$ cat src/rtl/dql_pkg.sv
package dql_pkg;
    parameter int CODE_W   = 14;
    parameter int NUM_CH   = 4;
    parameter int ADDR_W   = 3;
    parameter int BYTE_W   = 8;
    localparam int HIGH_W  = CODE_W - BYTE_W;
    localparam int NUM_GRP = NUM_CH / 2;
    localparam int SEL_W   = $clog2(NUM_CH);

    typedef enum logic [1:0] {
        WK_FULL = 2'd0,
        WK_LOW  = 2'd1,
        WK_HIGH = 2'd2
    } wkind_e;

    typedef struct packed {
        logic              cs_n;
        logic              wr_n;
        logic              shift;
        logic              narrow;
        logic              load_n;
        logic              clear_n;
        logic [ADDR_W-1:0] addr;
        logic [CODE_W-1:0] data;
    } bus_ctl_t;

    localparam bus_ctl_t CTL_IDLE = '{cs_n: 1'b1, wr_n: 1'b1, shift: 1'b1,
                                       narrow: 1'b0, load_n: 1'b1, clear_n: 1'b1,
                                       addr: '0, data: '0};
endpackage

$ cat src/rtl/dql_sync.sv
module dql_sync
    import dql_pkg::*;
#(
    parameter int STAGES = 2
) (
    input  logic     clk,
    input  logic     rst_n,
    input  bus_ctl_t raw,
    output bus_ctl_t synced
);
    bus_ctl_t pipe_q [STAGES];
    bus_ctl_t pipe_d [STAGES];

    generate
        for (genvar s = 0; s < STAGES; s++) begin : g_stage
            if (s == 0) begin : g_first
                always_comb pipe_d[s] = raw;
            end else begin : g_next
                always_comb pipe_d[s] = pipe_q[s-1];
            end

            always_ff @(posedge clk or negedge rst_n) begin
                if (!rst_n) pipe_q[s] <= CTL_IDLE;
                else        pipe_q[s] <= pipe_d[s];
            end
        end
    endgenerate

    assign synced = pipe_q[STAGES-1];
endmodule

$ cat src/rtl/dql_write_decode.sv
module dql_write_decode
    import dql_pkg::*;
(
    input  logic              clk,
    input  logic              rst_n,
    input  bus_ctl_t          cur,
    output logic [NUM_CH-1:0] ch_we,
    output wkind_e            kind,
    output logic [CODE_W-1:0] wdata
);
    typedef struct packed {
        bus_ctl_t prev;
    } dec_state_t;

    dec_state_t st_d, st_q;
    logic       commit;
    logic       bcast;

    always_comb begin
        st_d      = st_q;
        st_d.prev = cur;

        commit = !st_q.prev.cs_n && !st_q.prev.wr_n && cur.wr_n;
        bcast  = st_q.prev.addr[ADDR_W-1];

        ch_we = '0;
        if (commit) begin
            if (bcast) begin
                ch_we = '1;
            end else begin
                for (int c = 0; c < NUM_CH; c++) begin
                    if (st_q.prev.addr[SEL_W-1:0] == SEL_W'(c)) ch_we[c] = 1'b1;
                end
            end
        end

        if (!st_q.prev.narrow)    kind = WK_FULL;
        else if (st_q.prev.shift) kind = WK_LOW;
        else                      kind = WK_HIGH;

        wdata = st_q.prev.data;
    end

    always_ff @(posedge clk or negedge rst_n) begin
        if (!rst_n) st_q.prev <= CTL_IDLE;
        else        st_q      <= st_d;
    end

    assert_single_target_R5: assert property (@(posedge clk) disable iff (!rst_n)
        !st_q.prev.addr[ADDR_W-1] |-> $onehot0(ch_we));
    assert_bcast_all_R5: assert property (@(posedge clk) disable iff (!rst_n)
        (st_q.prev.addr[ADDR_W-1] && (ch_we != '0)) |-> (ch_we == '1));
    assert_no_write_without_cs_R1: assert property (@(posedge clk) disable iff (!rst_n)
        st_q.prev.cs_n |-> (ch_we == '0));
endmodule

$ cat src/rtl/dql_latch_bank.sv
module dql_latch_bank
    import dql_pkg::*;
(
    input  logic                          clk,
    input  logic                          rst_n,
    input  logic [NUM_CH-1:0]             ch_we,
    input  wkind_e                        kind,
    input  logic [CODE_W-1:0]             wdata,
    input  logic                          load_n,
    input  logic                          clear_n,
    output logic [NUM_CH-1:0][CODE_W-1:0] latch_out,
    output logic [NUM_GRP-1:0]            clr_flag
);
    typedef struct packed {
        logic [NUM_CH-1:0][CODE_W-1:0] inreg;
        logic [NUM_CH-1:0][CODE_W-1:0] latch;
        logic [NUM_GRP-1:0]            clr;
    } bank_state_t;

    bank_state_t st_d, st_q;
    logic        xfer;

    always_comb begin
        st_d = st_q;
        xfer = !load_n && clear_n;

        for (int c = 0; c < NUM_CH; c++) begin
            if (ch_we[c]) begin
                case (kind)
                    WK_LOW:  st_d.inreg[c][BYTE_W-1:0] = wdata[BYTE_W-1:0];
                    WK_HIGH: st_d.inreg[c][CODE_W-1:BYTE_W] = wdata[HIGH_W-1:0];
                    default: st_d.inreg[c] = wdata;
                endcase
            end
            if (xfer) st_d.latch[c] = st_d.inreg[c];
        end

        for (int g = 0; g < NUM_GRP; g++) begin
            if (!clear_n)  st_d.clr[g] = 1'b1;
            else if (xfer) st_d.clr[g] = 1'b0;
        end
    end

    always_ff @(posedge clk or negedge rst_n) begin
        if (!rst_n) begin
            st_q.inreg <= '0;
            st_q.latch <= '0;
            st_q.clr   <= '1;
        end else begin
            st_q <= st_d;
        end
    end

    assign latch_out = st_q.latch;
    assign clr_flag  = st_q.clr;

    assert_latch_hold_R6: assert property (@(posedge clk) disable iff (!rst_n)
        (load_n || !clear_n) |=> $stable(st_q.latch));
    assert_latch_follow_R7: assert property (@(posedge clk) disable iff (!rst_n)
        (!load_n && clear_n) |=> (st_q.latch == st_q.inreg));
    assert_clear_sets_R8: assert property (@(posedge clk) disable iff (!rst_n)
        !clear_n |=> (&st_q.clr));
    assert_clear_sticky_R9: assert property (@(posedge clk) disable iff (!rst_n)
        ((&st_q.clr) && (load_n || !clear_n)) |=> (&st_q.clr));
    assert_clear_release_R9: assert property (@(posedge clk) disable iff (!rst_n)
        (!load_n && clear_n) |=> (st_q.clr == '0));
endmodule

$ cat src/rtl/dac_quad_loader.sv
module dac_quad_loader
    import dql_pkg::*;
#(
    parameter int SYNC_STAGES = 2
) (
    input  logic                     clk,
    input  logic                     rst_n,
    input  logic [CODE_W-1:0]        bus_data,
    input  logic                     cs_n,
    input  logic                     wr_n,
    input  logic                     byte_shift,
    input  logic                     narrow_bus,
    input  logic [ADDR_W-1:0]        addr,
    input  logic                     load_n,
    input  logic                     clear_n,
    output logic [NUM_CH*CODE_W-1:0] dac_code,
    output logic                     clr_grp_a,
    output logic                     clr_grp_b
);
    bus_ctl_t                      raw_ctl;
    bus_ctl_t                      sync_ctl;
    logic [NUM_CH-1:0]             ch_we;
    wkind_e                        kind;
    logic [CODE_W-1:0]             wdata;
    logic [NUM_CH-1:0][CODE_W-1:0] latch_out;
    logic [NUM_GRP-1:0]            clr_flag;

    always_comb begin
        raw_ctl.cs_n    = cs_n;
        raw_ctl.wr_n    = wr_n;
        raw_ctl.shift   = byte_shift;
        raw_ctl.narrow  = narrow_bus;
        raw_ctl.load_n  = load_n;
        raw_ctl.clear_n = clear_n;
        raw_ctl.addr    = addr;
        raw_ctl.data    = bus_data;
    end

    dql_sync #(.STAGES(SYNC_STAGES)) i_sync (
        .clk    (clk),
        .rst_n  (rst_n),
        .raw    (raw_ctl),
        .synced (sync_ctl)
    );

    dql_write_decode i_decode (
        .clk   (clk),
        .rst_n (rst_n),
        .cur   (sync_ctl),
        .ch_we (ch_we),
        .kind  (kind),
        .wdata (wdata)
    );

    dql_latch_bank i_bank (
        .clk       (clk),
        .rst_n     (rst_n),
        .ch_we     (ch_we),
        .kind      (kind),
        .wdata     (wdata),
        .load_n    (sync_ctl.load_n),
        .clear_n   (sync_ctl.clear_n),
        .latch_out (latch_out),
        .clr_flag  (clr_flag)
    );

    assign dac_code  = latch_out;
    assign clr_grp_a = clr_flag[0];
    assign clr_grp_b = clr_flag[NUM_GRP-1];
endmodule

$ cat config.mk
export PLATFORM = sky130hd
export DESIGN_NAME = dac_quad_loader
export DESIGN_NICKNAME = d
export VERILOG_FILES = /design/src/rtl/dql_pkg.sv /design/src/rtl/dql_sync.sv /design/src/rtl/dql_write_decode.sv /design/src/rtl/dql_latch_bank.sv /design/src/rtl/dac_quad_loader.sv
export SDC_FILE = /design/constraint.sdc
export NUM_CORES = 1
export LEC_CHECK = 0
export ABC_AREA = 1
export CAP_MARGIN = 10
export CORE_UTILIZATION = 50
export CTS_BUF_LIST = sky130_fd_sc_hd__clkbuf_16
export DETAILED_ROUTE_END_ITERATION = 16
export PLACE_DENSITY = 0.71
export SLEW_MARGIN = 0
export SYNTH_ARGS = -nofsm -noshare
export SYNTH_HDL_FRONTEND = slang
export SYNTH_HIERARCHICAL = 1
export SYNTH_SLANG_ARGS = --single-unit
export TNS_END_PERCENT = 1
$ cat constraint.sdc
create_clock -name clk -period 2.1 [get_ports clk]
set_clock_uncertainty 0.2 [all_clocks]
set_input_delay 0.525 -clock clk [delete_from_list [all_inputs] [get_ports clk]]
set_output_delay 0.525 -clock clk [all_outputs]
set_load 0.005 [all_outputs]
==> qor.json, run 1 <==
{
  "final_layout": {
    "layoutNonFillerInstCount": 951,
    "layout-area-overhead-vs-synth_pct": 17.5,
    "count_of_nets_after_finishing": 785,
    "antenna_cells_inserted": 0,
    "drive_gt1_share_pct": 13.7,
    "final_standard_cell_area_without_fillers_mm2": 0.00853,
    "layout.core_utilization_pct": 60.8
  },
  "drt": {
    "route.met2.wl_mm": 6.59,
    "drt-vias-per-instance": 4.91,
    "drt_pass1_iterations": 4,
    "drc": 0,
    "detailroute.wirelength.met3_um": 848,
    "wl_met1_mm": 5.91,
    "highest_layer": "met4",
    "drt-wirelength-per-cell_um": 14.3,
    "routed_wirelength_mm": 13.6,
    "routed_via_count": 4666,
    "violation_count_after_the_first_detailed_routing_iteration": 386,
    "drtAntennaViolNets": 0
  },
  "run_status": {
    "result_of_the_run": "finished clean"
  },
  "synth": {
    "synth.lib_cells_used.distinct": 20,
    "synth_enable_flop_cells": 0,
    "synth_fa_ha_area_share_pct": 0.345,
    "synth.largest_area_cell": "sky130_fd_sc_hd__dfrtp_1",
    "synthMostInstantiatedCell": "sky130_fd_sc_hd__nand2_1",
    "synth.yosys.seq_area_share_pct": 62.3,
    "synthesis_stage_register_bit_count": 180,
    "synthFlopType": "sky130_fd_sc_hd__dfrtp_1",
    "synth_top_area_share_pct": 57.2,
    "synth_top_family_by_area": "simple AND/OR/NAND/NOR gates",
    "async_flop_share_pct": 100,
    "synth.yosys.warnings": 6,
    "syn-num-nets": 761,
    "synth_compound_area_share_pct": 5.36,
    "post_synth_mux_area_share_pct": 0,
    "synth.top_cells.by_area": "sky130_fd_sc_hd__dfrtp_1 (57%), sky130_fd_sc_hd__nand2_1 (14%), sky130_fd_sc_hd__buf_4 (7.4%), sky130_fd_sc_hd__dfstp_2 (5.1%), sky130_fd_sc_hd__a21boi_0 (2.5%)",
    "synth_simple_gate_area_share_pct": 21.2,
    "synth_area_per_cell_um2": 9.89,
    "post_synth_xor_area_fraction_pct": 0,
    "syn-cell-area_mm2": 0.00726,
    "post_synth_inst_count": 734,
    "synth.top_cells.by_count": "sky130_fd_sc_hd__nand2_1 (278), sky130_fd_sc_hd__dfrtp_1 (166), sky130_fd_sc_hd__buf_4 (72)"
  },
  "critical_path": {
    "timing.critical_path.required_ps": 1370,
    "critical_path.reg2reg.endpoint": "i_bank/latch_out[46]$_DFFE_PN0P_",
    "reg2reg_setup_slack_ps": 140,
    "worstSetupPathDepth": 1,
    "startpoint": "i_bank/latch_out[25]$_DFFE_PN0P_",
    "reg2reg_depth": 10,
    "cpPeakStageDelay_ps": 510,
    "critical_path.startpoint_type": "flip-flop",
    "setup.worst_path.class": "flip-flop to output port",
    "worstPathCellList": "clkdlybuf4s50_1",
    "endpoint": "dac_code[25]",
    "crit_buf_inv": 1,
    "critical_path_arrival_ps": 1330,
    "r2r-start": "i_decode/st_q[20]$_DFF_PN1_",
    "critical-path-top-delay-family": "buffers and inverters",
    "timing.critical_path.fanout_max": 2,
    "slowest_stage": "sky130_fd_sc_hd__clkdlybuf4s50_1",
    "critical_path.endpoint_type": "output port"
  },
  "clock_network": {
    "cts.reportedPaths.clkPinSlew_ps": 60,
    "cts_htree_levels": 4,
    "cts_buffers": 17,
    "clockRootBuffer": "sky130_fd_sc_hd__clkbuf_16",
    "clockBufferDepth": 2,
    "cts.sinks": 180,
    "cts.repair_timing.setup_buffer_count": 0,
    "clk-insertion-delay-late_ps": 420,
    "cts_tree": "done"
  },
  "global_route": {
    "initial_antenna_violation_count": 0,
    "grt_pass1_wl_mm": 22.7,
    "grt_util_all_layers_pct": 20.0,
    "via_count_of_the_first_global_routing_pass": 4731,
    "grt_start_max_net_pins": 58,
    "grt_overflow_total": 0
  },
  "placement": {
    "detailed_placement_wirelength_estimate_mm": 8.89,
    "post-place-cells": 918,
    "placement.io_buffers": 82,
    "finalWeightedCongestion": 0.825,
    "placement.cell_area_mm2": 0.00779
  },
  "timing": {
    "post_route_clock_period_utilization_pct": 97.8,
    "timing.final.hold_violations": 0,
    "setup_repair_after_global_routing_missed_its_margin": "true",
    "report.final.slew_viol_count": 0,
    "relSlewSlack_pct": 60.5,
    "final.min_clock_period_ps": 2050,
    "holdWs_ps": 145,
    "worstMarginPinSlew_ps": 592,
    "setup_viol_count_final": 0,
    "fmaxAchievable_ghz": 0.487
  },
  "min_path": {
    "worstHoldPathType": "flip-flop to flip-flop"
  },
  "pwr": {
    "irDropWorstVdd_mv": 0.584,
    "power.density_cell_area_mw_per_mm2": 1110,
    "leakagePower_nw": 4.19,
    "fin_total_pwr_mw": 9.49
  },
  "job": {
    "max_cap_viol_count": 0
  },
  "floorplan": {
    "io_pins": 83,
    "floorplan.initialDensity_pct": 51.7,
    "die-width_um": 123,
    "floorplan.die_area_mm2": 0.0150,
    "design.core.area_mm2": 0.0140,
    "floorplan.die.height_um": 123,
    "rows": 43
  }
}
[how the worst min path moves through the flow]
stage,from,endpoint,slack (ps),cells past startpoint
2_1_floorplan,rst_n,i_bank/latch_out[0]$_DFFE_PN0P_,30,0
3_3_place_gp,i_sync/pipe_d[19]$_DFF_PN0_,i_sync/synced[19]$_DFF_PN0_,130,0
3_5_place_dp,i_sync/synced[2]$_DFF_PN0_,i_decode/wdata[2]$_DFF_PN0_,130,0
4_1_cts,i_sync/pipe_d[15]$_DFF_PN0_,i_sync/synced[15]$_DFF_PN0_,150,0
5_1_grt,i_sync/pipe_d[7]$_DFF_PN0_,i_sync/synced[7]$_DFF_PN0_,150,0
6_report,i_sync/synced[12]$_DFF_PN0_,i_decode/wdata[12]$_DFF_PN0_,140,0
[kinds of logic (layout without fill, tap and decap cells)]
logic type | count (synthesis) | in the layout
and+or+nand+nor | 373 | 373
DFF | 180 | 180
adders and majority gates | 2 | 2
AOI/OAI and AO/OA | 59 | 59
buffers and inverters | 120 | 157
[final cells by class]
type                       count  area, um2
sequential                   180       4520
clock inverter                15        285
inverter                      28        108
timing repair buffer          97       1000
multi-input combinational    434       1960
clock buffer                  17        425
fill                        1126       5510
tap                          180        225
[sequential cells by signal, summed over array words and instances, names as in the netlist]
name,count
i_sync/synced,23
i_decode/wdata,14
i_sync/pipe_d,23
i_decode/bcast,1
i_bank/latch_out,56
i_bank/clr_flag,1
i_decode/st_q,6
i_bank/st_q,56
[timing repair]
action / 4_1_cts / 5_1_grt
hold buffers: 1 / 0
setup endpoints to repair: 2 / 58
endpoints found under the hold margin: 32 / 0
gates resized for setup: 2 / 12
[power by group]
part | total, mW | switching, mW | internal [mW]
Sequential | 4.28 | 0.264 | 4.01
Combinational | 1.46 | 0.673 | 0.789
Clock | 3.75 | 1.29 | 2.47
Total | 9.49 | 2.22 | 7.27
[metrics by stage]
stage | setup slack (ps) | setup TNS [ps]
6_report | 47.2 | 0
3_3_place_gp | 158 | 0
2_1_floorplan | 277 | 0
3_5_place_dp | 118 | 0
5_1_grt | -4.71 | -13.6
4_1_cts | 4.70 | 0
[metal layers]
layer | vias up | global-route usage [%]
met5 | - | 0
met4 | 0 | 9.22
met3 | 20 | 5.07
met2 | 132 | 30.8
met1 | 2259 | 26.7
li1 | 2255 | -
[cell usage in the layout, fill, tap and decap left out]
cell                                n
sky130_fd_sc_hd__clkinvlp_4         1
sky130_fd_sc_hd__dlymetal6s2s_1     3
sky130_fd_sc_hd__dlygate4sd2_1      2
sky130_fd_sc_hd__buf_12             5
sky130_fd_sc_hd__a21boi_0          24
sky130_fd_sc_hd__buf_4              9
sky130_fd_sc_hd__a21oi_1            3
sky130_fd_sc_hd__nand3_1           24
sky130_fd_sc_hd__inv_4              1
sky130_fd_sc_hd__or2_2             24
sky130_fd_sc_hd__clkinv_2           2
sky130_fd_sc_hd__dfrtp_1          166
sky130_fd_sc_hd__nand2_2            8
sky130_fd_sc_hd__dlygate4sd3_1      1
sky130_fd_sc_hd__inv_1             29
sky130_fd_sc_hd__o21ai_1           21
sky130_fd_sc_hd__o21ai_2            9
sky130_fd_sc_hd__o21ai_0            2
sky130_fd_sc_hd__ha_1               2
sky130_fd_sc_hd__buf_6              1
sky130_fd_sc_hd__nor2_1            34
sky130_fd_sc_hd__dfstp_2           14
sky130_fd_sc_hd__nor2_4             1
sky130_fd_sc_hd__clkdlybuf4s50_1   76
sky130_fd_sc_hd__nand2_4            4
sky130_fd_sc_hd__nand2_1          278
sky130_fd_sc_hd__bufinv_16          8
sky130_fd_sc_hd__clkinv_4           1
sky130_fd_sc_hd__inv_8              1
sky130_fd_sc_hd__clkbuf_16         17
Power figures use the tool's default switching activity.
==> run 2: changes to the inputs <==
Settings changed: CORE_MARGIN set to 2, CTS_CLUSTER_SIZE set to 25.
Clock period 2.1 ns to 2.56 ns, I/O delays scaled along.
==> qor.json, run 2 (synthesis gave the netlist of run 1 again) <==
{
  "global_route": {
    "gr-usage-met3": {"value": 3.99, "unit": "%", "change": "-1.1 points"},
    "met1_usage": {"value": 24.7, "unit": "%", "change": "-2.0 points"},
    "grt_most_used_layer": "met2",
    "grt_overflow_total": {"value": 0, "change": "unchanged"},
    "gr-usage-met2": {"value": 28.8, "unit": "%", "change": "-1.9 points"},
    "initial_antenna_violation_count": {"value": 0, "change": "unchanged"},
    "grt_util_all_layers": {"value": 18.3, "unit": "%", "change": "-1.7 points"},
    "grt_pass1_wl": {"value": 22.5, "unit": "mm", "change": "-0.70%"},
    "grt_start_max_net_pins": {"value": 52, "change": "-10%"},
    "via_count_of_the_first_global_routing_pass": {"value": 4736, "change": "+0.11%"}
  },
  "timing": {
    "relSlewSlack": {"value": 72.4, "unit": "%", "change": "+12 points"},
    "holdWs": {"value": 147, "unit": "ps", "change": "+2.56 ps"},
    "setup_total_negative_slack": {"value": 0, "unit": "ps", "change": "unchanged"},
    "fmaxAchievable_ghz": 0.430,
    "timing.final.hold_violations": {"value": 0, "change": "unchanged"},
    "post_route_clock_period_utilization_pct": 90.9,
    "setup_repair_after_global_routing_missed_its_margin": "false",
    "report.final.slew_viol_count": {"value": 0, "change": "unchanged"},
    "final.min_clock_period_ps": 2330,
    "final.setup.worst_slack": {"value": 233, "unit": "ps", "change": "+186 ps"},
    "setup_viol_count_final": {"value": 0, "change": "unchanged"},
    "worstMarginPinSlew": {"value": 415, "unit": "ps", "change": "-177 ps"}
  },
  "floorplan": {
    "floorplan.die.height": {"value": 125, "unit": "um", "change": "+1.6%"},
    "io_pins": {"value": 83, "change": "unchanged"},
    "floorplan.initialDensity": {"value": 50.5, "unit": "%", "change": "-1.2 points"},
    "die-width": {"value": 125, "unit": "um", "change": "+1.6%"},
    "floorplan.die_area": {"value": 0.0155, "unit": "mm2", "change": "+3.3%"},
    "design.core.area": {"value": 0.0144, "unit": "mm2", "change": "+2.3%"},
    "rows": {"value": 44, "change": "+2.3%"}
  },
  "pwr": {
    "pwr-share-seq": {"value": 48.3, "unit": "%", "change": "+3.2 points"},
    "switching_share": {"value": 24.7, "unit": "%", "change": "+1.3 points"},
    "power.density_cell_area": {"value": 866, "unit": "mW/mm2", "change": "-22%"},
    "pwr-share-comb": {"value": 16.5, "unit": "%", "change": "+1.1 points"},
    "power.switching": {"value": 1.79, "unit": "mW", "change": "-19%"},
    "leakagePower": {"value": 4.07, "unit": "nW", "change": "-2.8%"},
    "clkPwrFrac": {"value": 35.3, "unit": "%", "change": "-4.2 points"},
    "internal_power": {"value": 5.46, "unit": "mW", "change": "-25%"},
    "irDropWorstVdd": {"value": 0.394, "unit": "mV", "change": "-33%"}
  },
  "critical_path": {
    "timing.critical_path.fanout_max": {"value": 3, "change": "+1"},
    "worstPathCellList": "clkdlybuf4s50_1",
    "cpPeakStageDelay": {"value": 560, "unit": "ps", "change": "+50 ps"},
    "critical_path.startpoint_type": "flip-flop",
    "critical_path.endpoint_type": "output port",
    "reg2reg_setup_slack": {"value": 530, "unit": "ps", "change": "+390 ps"},
    "critical-path-top-delay-family": "flip-flops",
    "crit_buf_inv": {"value": 1, "change": "unchanged"},
    "setup.worst_path.class": "flip-flop to output port",
    "timing.critical_path.required": {"value": 1720, "unit": "ps", "change": "+350 ps"},
    "critical_path_arrival": {"value": 1490, "unit": "ps", "change": "+160 ps"},
    "slowest_stage": "sky130_fd_sc_hd__dfstp_2"
  },
  "drt": {
    "violation_count_after_the_first_detailed_routing_iteration": {"value": 315, "change": "-18%"},
    "drtAntennaViolNets": {"value": 0, "change": "unchanged"},
    "drt_pass1_iterations": {"value": 4, "change": "unchanged"},
    "drt-vias-per-instance": {"value": 4.81, "change": "-2.1%"},
    "routed_via_count": {"value": 4584, "change": "-1.8%"},
    "drt-wirelength-per-cell": {"value": 14.0, "unit": "um", "change": "-2.2%"},
    "drc": {"value": 0, "change": "unchanged"},
    "routed_wirelength": {"value": 13.3, "unit": "mm", "change": "-1.9%"}
  },
  "final_layout": {
    "layout-area-overhead-vs-synth_pct": 15.4,
    "layout_common_cells": "sky130_fd_sc_hd__nand2_1 (278), sky130_fd_sc_hd__dfrtp_1 (166), sky130_fd_sc_hd__clkdlybuf4s50_1 (81)",
    "antenna_cells_inserted": {"value": 0, "change": "unchanged"},
    "count_of_nets_after_finishing": {"value": 784, "change": "-0.13%"},
    "drive_gt1_share": {"value": 13.4, "unit": "%", "change": "-0.37 points"},
    "layout_commonest_cell": "sky130_fd_sc_hd__nand2_1",
    "layoutNonFillerInstCount": {"value": 954, "change": "+0.32%"},
    "final_standard_cell_area_without_fillers": {"value": 0.00838, "unit": "mm2", "change": "-1.8%"},
    "fillers": {"value": 1229, "change": "+9.1%"}
  },
  "clock_network": {
    "cts.sinks": {"value": 180, "change": "unchanged"},
    "cts_htree_levels": {"value": 4, "change": "unchanged"},
    "cts_tree": "done",
    "cts.reportedPaths.clkPinSlew": {"value": 60, "unit": "ps", "change": "about the same"},
    "clk-insertion-delay-late": {"value": 420, "unit": "ps", "change": "about the same"},
    "cts_buffers": {"value": 17, "change": "unchanged"},
    "clockBufferDepth": {"value": 2, "change": "unchanged"},
    "clockRootBuffer": "sky130_fd_sc_hd__clkbuf_16"
  },
  "placement": {
    "post-place-cells": {"value": 921, "change": "+0.33%"},
    "placement.io_buffers": {"value": 82, "change": "unchanged"},
    "finalWeightedCongestion": {"value": 0.833, "change": "+1.0%"},
    "placement.cell_area": {"value": 0.00778, "unit": "mm2", "change": "-0.19%"},
    "detailed_placement_wirelength_estimate": {"value": 9.05, "unit": "mm", "change": "+1.8%"},
    "place_ws": {"value": 540, "unit": "ps", "change": "+422 ps"}
  },
  "min_path": {
    "worstHoldPathType": "flip-flop to flip-flop"
  },
  "run_status": {
    "result_of_the_run": "finished clean"
  },
  "job": {
    "max_cap_viol_count": {"value": 0, "change": "unchanged"}
  }
}
run 2: worst paths after layout:
check / start / end / cells after the start
worst max-delay path: i_bank/clr_flag[0]$_DFFE_PN1P_ / clr_grp_a / 1
worst min register to register: i_sync/synced[14]$_DFF_PN0_ / i_decode/st_q[14]$_DFF_PN0_ / 0
min in group asynchronous: rst_n / i_sync/pipe_d[8]$_DFF_PN0_ / 2
max in group asynchronous: rst_n / i_decode/st_q[20]$_DFF_PN1_ / 3
worst max register to register: i_decode/st_q[20]$_DFF_PN1_ / i_bank/latch_out[26]$_DFFE_PN0P_ / 10
worst min-delay path: i_sync/synced[14]$_DFF_PN0_ / i_decode/st_q[14]$_DFF_PN0_ / 0
run 2: stage by stage:
stage	total power [mW]	util [%]
after floorplan	4.36	-
final	7.25	58.3
after global placement	4.70	54.1
after global routing	7.62	58.3
after detailed placement	4.75	54.1
after CTS	7.35	58.3
run 2: metal layers:
layer | wire [um] | vias up
li1 | - | 2245
met1 | 6150 | 2216
met2 | 6290 | 102
met3 | 607 | 21
met4 | 306 | 0
met5 | 0 | -
run 2: area by class of cell:
cell class	count	area, um2	area share, %
multi-input combinational	434	1960	23.4
tap	184	230	2.75
timing repair buffer	96	967	11.5
sequential	180	4520	54.0
inverter	28	108	1.28
clock buffer	17	425	5.08
clock inverter	15	165	1.97
run 2: power groups by stage:
stage               clock, mW  combinational (mW)  sequential (mW)
finish                   2.56                1.19             3.50
global route             2.73                1.34             3.55
CTS                      2.63                1.21             3.51
detailed placement          0                1.20             3.55
global placement            0                1.17             3.53
floorplan                   0               0.875             3.48
run 2: repair_timing:
action                                  4_1_cts  5_1_grt
hold buffers                                  1        0
setup buffers                                 0        0
endpoints found under the hold margin        32        0
resized for setup                             0        0
endpoints found under the setup margin        0        0
